File: src/rtl/saw_ramp_gen.sv
module saw_ramp_gen #(
  parameter int OUT_W   = 12,
  parameter int FRAC_W  = 4,
  parameter int LATENCY = 3
) (
  input  logic                      clk,
  input  logic                      rst_n,
  input  logic [OUT_W-1:0]          restart_val,
  input  logic [OUT_W+FRAC_W-1:0]   step_val,
  input  logic                      ramp_down,
  input  logic                      restart_trig,
  input  logic                      step_trig,
  output logic [OUT_W-1:0]          dac_code
);

  localparam int ACC_W = OUT_W + FRAC_W;
  localparam logic [ACC_W-1:0] ACC_MAX = '1;

  logic [ACC_W-1:0] acc, acc_nxt;
  logic [ACC_W:0]   sum_up;
  logic             borrow;
  logic [OUT_W-1:0] pipe [LATENCY];

  assign sum_up = {1'b0, acc} + {1'b0, step_val};
  assign borrow = step_val > acc;

  always_comb begin
    acc_nxt = acc;
    if (restart_trig)
      acc_nxt = {restart_val, {FRAC_W{1'b0}}};
    else if (step_trig && !ramp_down)
      acc_nxt = sum_up[ACC_W] ? ACC_MAX : sum_up[ACC_W-1:0];
    else if (step_trig)
      acc_nxt = borrow ? '0 : acc - step_val;
  end

  always_ff @(posedge clk) begin
    if (!rst_n) begin
      acc <= '0;
      for (int i = 0; i < LATENCY; i++) pipe[i] <= '0;
    end else begin
      acc     <= acc_nxt;
      pipe[0] <= acc[ACC_W-1 -: OUT_W];
      for (int i = 1; i < LATENCY; i++) pipe[i] <= pipe[i-1];
    end
  end

  assign dac_code = pipe[LATENCY-1];

  assert_restart_load_R2: assert property (@(posedge clk) disable iff (!rst_n)
    restart_trig |=> acc == {$past(restart_val), {FRAC_W{1'b0}}});

  assert_restart_wins_R3: assert property (@(posedge clk) disable iff (!rst_n)
    (restart_trig && step_trig) |=> acc[ACC_W-1 -: OUT_W] == $past(restart_val));

  assert_rise_monotone_R4: assert property (@(posedge clk) disable iff (!rst_n)
    (step_trig && !restart_trig && !ramp_down) |=> acc >= $past(acc));

  assert_fall_monotone_R5: assert property (@(posedge clk) disable iff (!rst_n)
    (step_trig && !restart_trig && ramp_down) |=> acc <= $past(acc));

  assert_top_clamp_R6: assert property (@(posedge clk) disable iff (!rst_n)
    (acc == ACC_MAX && step_trig && !restart_trig && !ramp_down) |=> acc == ACC_MAX);

  assert_floor_clamp_R7: assert property (@(posedge clk) disable iff (!rst_n)
    (acc == '0 && step_trig && !restart_trig && ramp_down) |=> acc == '0);

  assert_idle_hold_R8: assert property (@(posedge clk) disable iff (!rst_n)
    (!step_trig && !restart_trig) |=> $stable(acc));

endmodule

File: config.mk
export PLATFORM = sky130hd
export DESIGN_NAME = saw_ramp_gen
export DESIGN_NICKNAME = d
export VERILOG_FILES = /design/src/rtl/saw_ramp_gen.sv
export SDC_FILE = /design/constraint.sdc
export NUM_CORES = 1
export LEC_CHECK = 0
export ABC_AREA = 1
export BUFFER_PORTS_ARGS = -buffer_cell sky130_fd_sc_hd__buf_2
export CAP_MARGIN = 5
export CORE_ASPECT_RATIO = 0.6
export CORE_MARGIN = 1.5
export CORE_UTILIZATION = 55
export CTS_BUF_LIST = sky130_fd_sc_hd__clkbuf_16
export DETAILED_ROUTE_END_ITERATION = 8
export PLACE_DENSITY_LB_ADDON = 0.1
export RECOVER_POWER = 100
export SYNTH_ARGS = -nofsm -noshare
export SYNTH_HDL_FRONTEND = slang
export SYNTH_SLANG_ARGS = --single-unit
File: constraint.sdc
create_clock -name clk -period 2.95 [get_ports clk]
set_clock_uncertainty 0.05 [all_clocks]
set_input_delay 0 -clock clk [delete_from_list [all_inputs] [get_ports clk]]
set_output_delay 0 -clock clk [all_outputs]
set_load 0.01 [all_outputs]
# ---- Word-level counts from Yosys, hierarchy flattened
# Memory sizes are Yosys's and may differ from the RTL's.
# Index checks and enable logic that the tools add are counted.
dict set report totals {
  rom_bits 0
  register_bits 16
  mem_bits_rw 36
  elab_cells 25
  mem_count 1
  output_inout_bits 12
  latch_bits 0
}
# memory depth word_bits rd rd_ports_with_merged_regs write_ports line
set mem_list {}
lappend mem_list {pipe 3 12 3 0 3 22} ;# logic [OUT_W-1:0] pipe [LATENCY];
dict set report classes {
  div 0
  n_eq_ne 0
  bitwise_logic 4
  add_sub_neg 2
  n_lt_le_gt_ge 1
  muxes 10
  n_mul 0
  shift 0
  reduce_logical 5
}
# op count
set op_table {}
lappend op_table {{$mux 16} 5}
lappend op_table {{$mux 12} 3}
lappend op_table {{$add 16x16->17} 1}
lappend op_table {{$gt 16x16->1} 1}
lappend op_table {{$sub 16x16->16} 1}
lappend op_table {{$or 1x1->1} 3}
lappend op_table {{$reduce_bool 3->1} 1}
lappend op_table {{$mux 1} 2}
lappend op_table {{$reduce_bool 2->1} 1}
lappend op_table {{$reduce_or 2->1} 1}
lappend op_table {{$logic_and 1x1->1} 1}
lappend op_table {{$logic_not 1->1} 1}
lappend op_table {{$not 1->1} 1}

# ---- Logic depth before layout (Yosys ltp)
dict set report logic_depth {
  word_depth 5
  ltp_mapped 16
}

# ---- Worst setup path before layout
# No wires, ideal clock.
dict set report synth_timing {
  kind {register to register}
  startpoint {register acc[0]}
  endpoint {register acc[14]}
  path_stages_with_launch 14
  setup_ns 0.070
  t_required_ns 2.830
  synth_period_minus_slack_ns 2.025
  path_buffers 1
  t_arrival_ns 1.905
  setup_slack_ns 0.925
  path_cell_list {dfxtp_1 > inv_1 > ha_1 > fa_1 > o21ai_2 > nand2_1 > nand2_2 > nand2_2 > a21oi_2 > buf_6 > nand3_2 > nand2_1 > nand2_1 > a21oi_1}
}
dict set report synth_between {
  elab_chain_cells 5
  word_cells_on_any_way 8
  classes_between {add/sub (2); order compare (1); mux (5)}
}
# element line
set synth_lines {}
lappend synth_lines {{start: declaration} 19} ;# logic [ACC_W-1:0] acc, acc_nxt;
lappend synth_lines {{start signal: assignment} 42} ;# acc <= acc_nxt;
lappend synth_lines {{$sub 16x16->16 / $gt 16x16->1 (equally long branches)} {34, 25}}
lappend synth_lines {{$mux 16} 34} ;# acc_nxt = borrow ? '0 : acc - step_val;
lappend synth_lines {{$mux 16} 33} ;# else if (step_trig)
lappend synth_lines {{$mux 16 (*)} 31} ;# else if (step_trig && !ramp_down)
lappend synth_lines {{$mux 16 (*)} 29} ;# if (restart_trig)
# Mark *: on every way between the ends. The rest lies on a longest branch, timed or not. The select of a mux whose other input is x is not followed.
# A chain may end at the register's enable or synchronous reset.

# ---- Worst setup path after layout
dict set report layout_timing {
  startpoint {register acc[0]}
  endpoint {register acc[4]}
}
# Same word-level chain as after synthesis.

==> flow_metrics.tcl <==
set metrics [dict create \
    max_freq_mhz 380 \
    start_util_pct 58.3 \
    synth_largest_area_cell "sky130_fd_sc_hd__dfxtp_1" \
    synth_top_family_by_area "simple AND/OR/NAND/NOR gates" \
    power.density_cell_area_nw_per_um2 469 \
    critPathLaunchType "flop" \
    worst_skew_pair.late_latency_ns 0.30 \
    detailroute.wirelength.met2_um 4350 \
    total_switching_power_uw 641 \
    placement_rows 23 \
    vdd_drop_max_mv 0.273 \
    finalSetupViolations 0 \
    combinationalPowerShare_pct 26.9 \
    timing.final.max_slew_violations 0 \
    sequential_cell_area_um2 1040 \
    worst_setup_slack_final_ns 0.320 \
    die-height_um 68.8 \
    n_antenna_cell 0 \
    tritoncts_clock_tree "done" \
    globalRoute.totalOverflow 0 \
    post_synth.cell_area_avg_um2 6.23 \
    num_vias 3868 \
    max-clock-path-buffers 2 \
    grt_antenna_before_repair 0 \
    worstSetupStartpoint "acc[0]" \
    design.portCount 45 \
    reg2reg_launch_point "acc[0]" \
    multiInputGateArea_um2 2230 \
    number_of_hold_slack_violations_in_the_final_timing_report 0 \
    worst_ep_arrival_time_ns 2.76 \
    cts_inserted_buffers 5 \
    timing.hold.worst_path_depth 5 \
    cts_post_setup_buffers_inserted 0 \
    r2r_end "acc[4]" \
    wire_per_inst_um 14.0 \
    layout-area-overhead-vs-synth_pct 9.54 \
    ys_seq_area_share_pct 26.2 \
    cap_viol_max_count 0 \
    routabilityCongestion 1.01 \
    post_drt_via_cell_ratio 5.12 \
    synthSimpleGateAreaFrac_pct 33.3 \
    synth_top_cell_area_share_pct 26.2 \
    post_cts_resized 0 \
    sort_of_element_at_the_end_of_the_critical_path "flop" \
    gr-usage-all-layers_pct 28.6 \
    ys.flop_type "sky130_fd_sc_hd__dfxtp_1" \
    fp.dieArea_um2 7760 \
    filler_cell_count 668 \
    drive_above_1_share_pct 10.0 \
    clock-sinks 52 \
    ys_warn_count 0 \
    asyncSetResetFlopFracSynth_pct 0 \
    hold_path_end "acc[8]" \
    slew_headroom_pct 48.3 \
    post_synth_adder_cell_area_pct 11.4 \
    internal-power_uw 1400 \
    timing.final.crit_share_pct 89.2 \
    grt_pass1_vias 3513 \
    ff2ff_setup_slack_ns 0.32 \
    post-place-ws_ns 0.540 \
    remaining_drc_errors 0 \
    clkSlewWorstSetupHoldPaths_ns 0.07 \
    power.static_leakage_uw 0.00260 \
    synth-edff-count 0 \
    grt_pass1_wl_um 17000 \
    sequentialPowerShare_pct 36.8 \
    netlist_top_cells_area "sky130_fd_sc_hd__dfxtp_1 26%, sky130_fd_sc_hd__nand2_1 19%, sky130_fd_sc_hd__inv_1 11%" \
    postRouteAntennaNets 0 \
    worst_hold_class "input pin to flop" \
    cts-htree-levels 2 \
    final_design_area_no_fill_um2 4350 \
    ys_seq_elements 52 \
    grt_start_max_net_pins 38 \
    timing_worst_setup_path_type "flop to flop" \
    yosys-mux-area-fraction_pct 0 \
    clock_tree.root_cell "sky130_fd_sc_hd__clkbuf_16" \
    detailroute.wirelength.met3_um 810 \
    critical_path_peak_fanout 7 \
    syn_nets 706 \
    clkPwrFrac_pct 36.3 \
    die-width_um 113 \
    outcome "finished, final reports clean" \
    placedInstanceArea_um2 4120 \
    drt_iter0_drc 344 \
    wl_on_met1_um 5300 \
    synth-compound-area-share_pct 9.35 \
    postRouteWirelength_um 10600 \
    fp.coreArea_um2 6820 \
    worst-endpoint-required_ns 3.08 \
    timing.hold.worst.start "restart_val[4]" \
    ys_types 33 \
    fin_tns_setup_ns 0 \
    detailedPlacementHpwl_um 8390 \
    rr_worst_depth 12 \
    rsz_0062_raised_after_global_routing "false" \
    num-nets-final 736 \
    fin_crit_ns 2.63 \
    post_synth_xor_area_fraction_pct 2.64 \
    mappedNetlistArea_um2 3970 \
    synth_cells 638 \
    drtPass1Iterations 5 \
    worst-slew-pin-transition_ns 0.772 \
    netSwitchingFraction_pct 31.4 \
    top_layer_used "met4" \
    port_buffers 44 \
]
routing by layer:
layer  up-vias  GRT usage (%)
li1       1986              -
met2       152           47.0
met4         0           6.33
met5         -              0
met3        11           4.72
met1      1719           40.0
Yosys cell counts, drive strengths merged (5+ instances only):
| master | number |
|---|---|
| inv | 125 |
| xor2 | 10 |
| dfxtp | 52 |
| nand2 | 206 |
| nand4 | 5 |
| nand3 | 46 |
| ha | 33 |
| nor2 | 54 |
| a22oi | 6 |
| buf | 29 |
| o21ai | 21 |
| a21oi | 29 |
logic make-up (layout without fill, tap and decap cells):
group | after synthesis | after routing
xor gates and xnor gates | 12 | 12
DFF | 52 | 52
buffers and inverters | 158 | 188
adders and majority gates | 35 | 35
AOI/OAI and AO/OA | 64 | 64
and+or+nand+nor | 317 | 317
layout make-up:
cell class                 instances  area share, %
tap                               87           2.50
sequential                        52           23.9
multi-input combinational        428           51.3
clock buffer                       5           2.87
timing repair buffer              56           7.24
inverter                         125           10.8
clock inverter                     2           1.38
worst max-delay path by stage:
stage / cells past startpoint / to
after floorplan: 13 / acc[14]
after global placement: 13 / acc[13]
after detailed placement: 13 / acc[15]
after CTS: 13 / acc[15]
after global routing: 13 / acc[14]
final: 12 / acc[4]
power groups by stage:
stage	logic [µW]	clock network, µW	registers (µW)
3_5_place_dp	534	0	766
5_1_grt	616	769	754
2_1_floorplan	409	0	761
4_1_cts	547	747	750
6_report	550	742	751
3_3_place_gp	531	0	765
registers in the layout (all words and copies together) (netlist names):
| signal | count |
|---|---|
| pipe | 36 |
| acc | 16 |
critical path, cell delays in order, from the launching register on:
cell and delay, ns:
sky130_fd_sc_hd__dfxtp_1 0.31, sky130_fd_sc_hd__ha_1 0.21, sky130_fd_sc_hd__fa_1 0.43, sky130_fd_sc_hd__nand2_1 0.09
sky130_fd_sc_hd__nand2_1 0.08, sky130_fd_sc_hd__nand4_1 0.08, sky130_fd_sc_hd__nand2_1 0.17, sky130_fd_sc_hd__nand2_1 0.11
sky130_fd_sc_hd__nand3_1 0.30, sky130_fd_sc_hd__o21ai_0 0.38, sky130_fd_sc_hd__nand3_1 0.15, sky130_fd_sc_hd__nand2_1 0.08
sky130_fd_sc_hd__o21ai_1 0.06
per-stage QoR:
step	hold slack [ns]	std cells	power, µW	utilization (%)
5_1_grt	0.0216	755	2140	63.8
4_1_cts	0.0102	755	2040	64.4
3_5_place_dp	0.271	740	1300	60.5
6_report	0.00709	755	2040	63.8
2_1_floorplan	0.147	638	1170	-
3_3_place_gp	0.256	740	1300	60.5
repair_timing:
action	in CTS	in global routing
hold buffers	8	0
setup endpoints to repair	0	0
endpoints found under the hold margin	9	0
cell usage in the layout (no fill, tap or decap), types with 3 or more instances in the layout:
master,count
sky130_fd_sc_hd__a21oi_1,28
sky130_fd_sc_hd__a22oi_1,6
sky130_fd_sc_hd__buf_2,32
sky130_fd_sc_hd__buf_4,4
sky130_fd_sc_hd__clkbuf_1,12
sky130_fd_sc_hd__clkbuf_16,5
sky130_fd_sc_hd__dfxtp_1,52
sky130_fd_sc_hd__dlygate4sd3_1,8
sky130_fd_sc_hd__ha_1,33
sky130_fd_sc_hd__inv_1,116
sky130_fd_sc_hd__inv_2,9
sky130_fd_sc_hd__nand2_1,201
sky130_fd_sc_hd__nand2_2,5
sky130_fd_sc_hd__nand3_1,41
sky130_fd_sc_hd__nand3_2,5
sky130_fd_sc_hd__nand4_1,5
sky130_fd_sc_hd__nor2_1,53
sky130_fd_sc_hd__nor3_1,3
sky130_fd_sc_hd__o211ai_1,4
sky130_fd_sc_hd__o21ai_0,14
sky130_fd_sc_hd__o21ai_1,6
sky130_fd_sc_hd__xor2_1,10
Power figures use the tool's default switching activity.
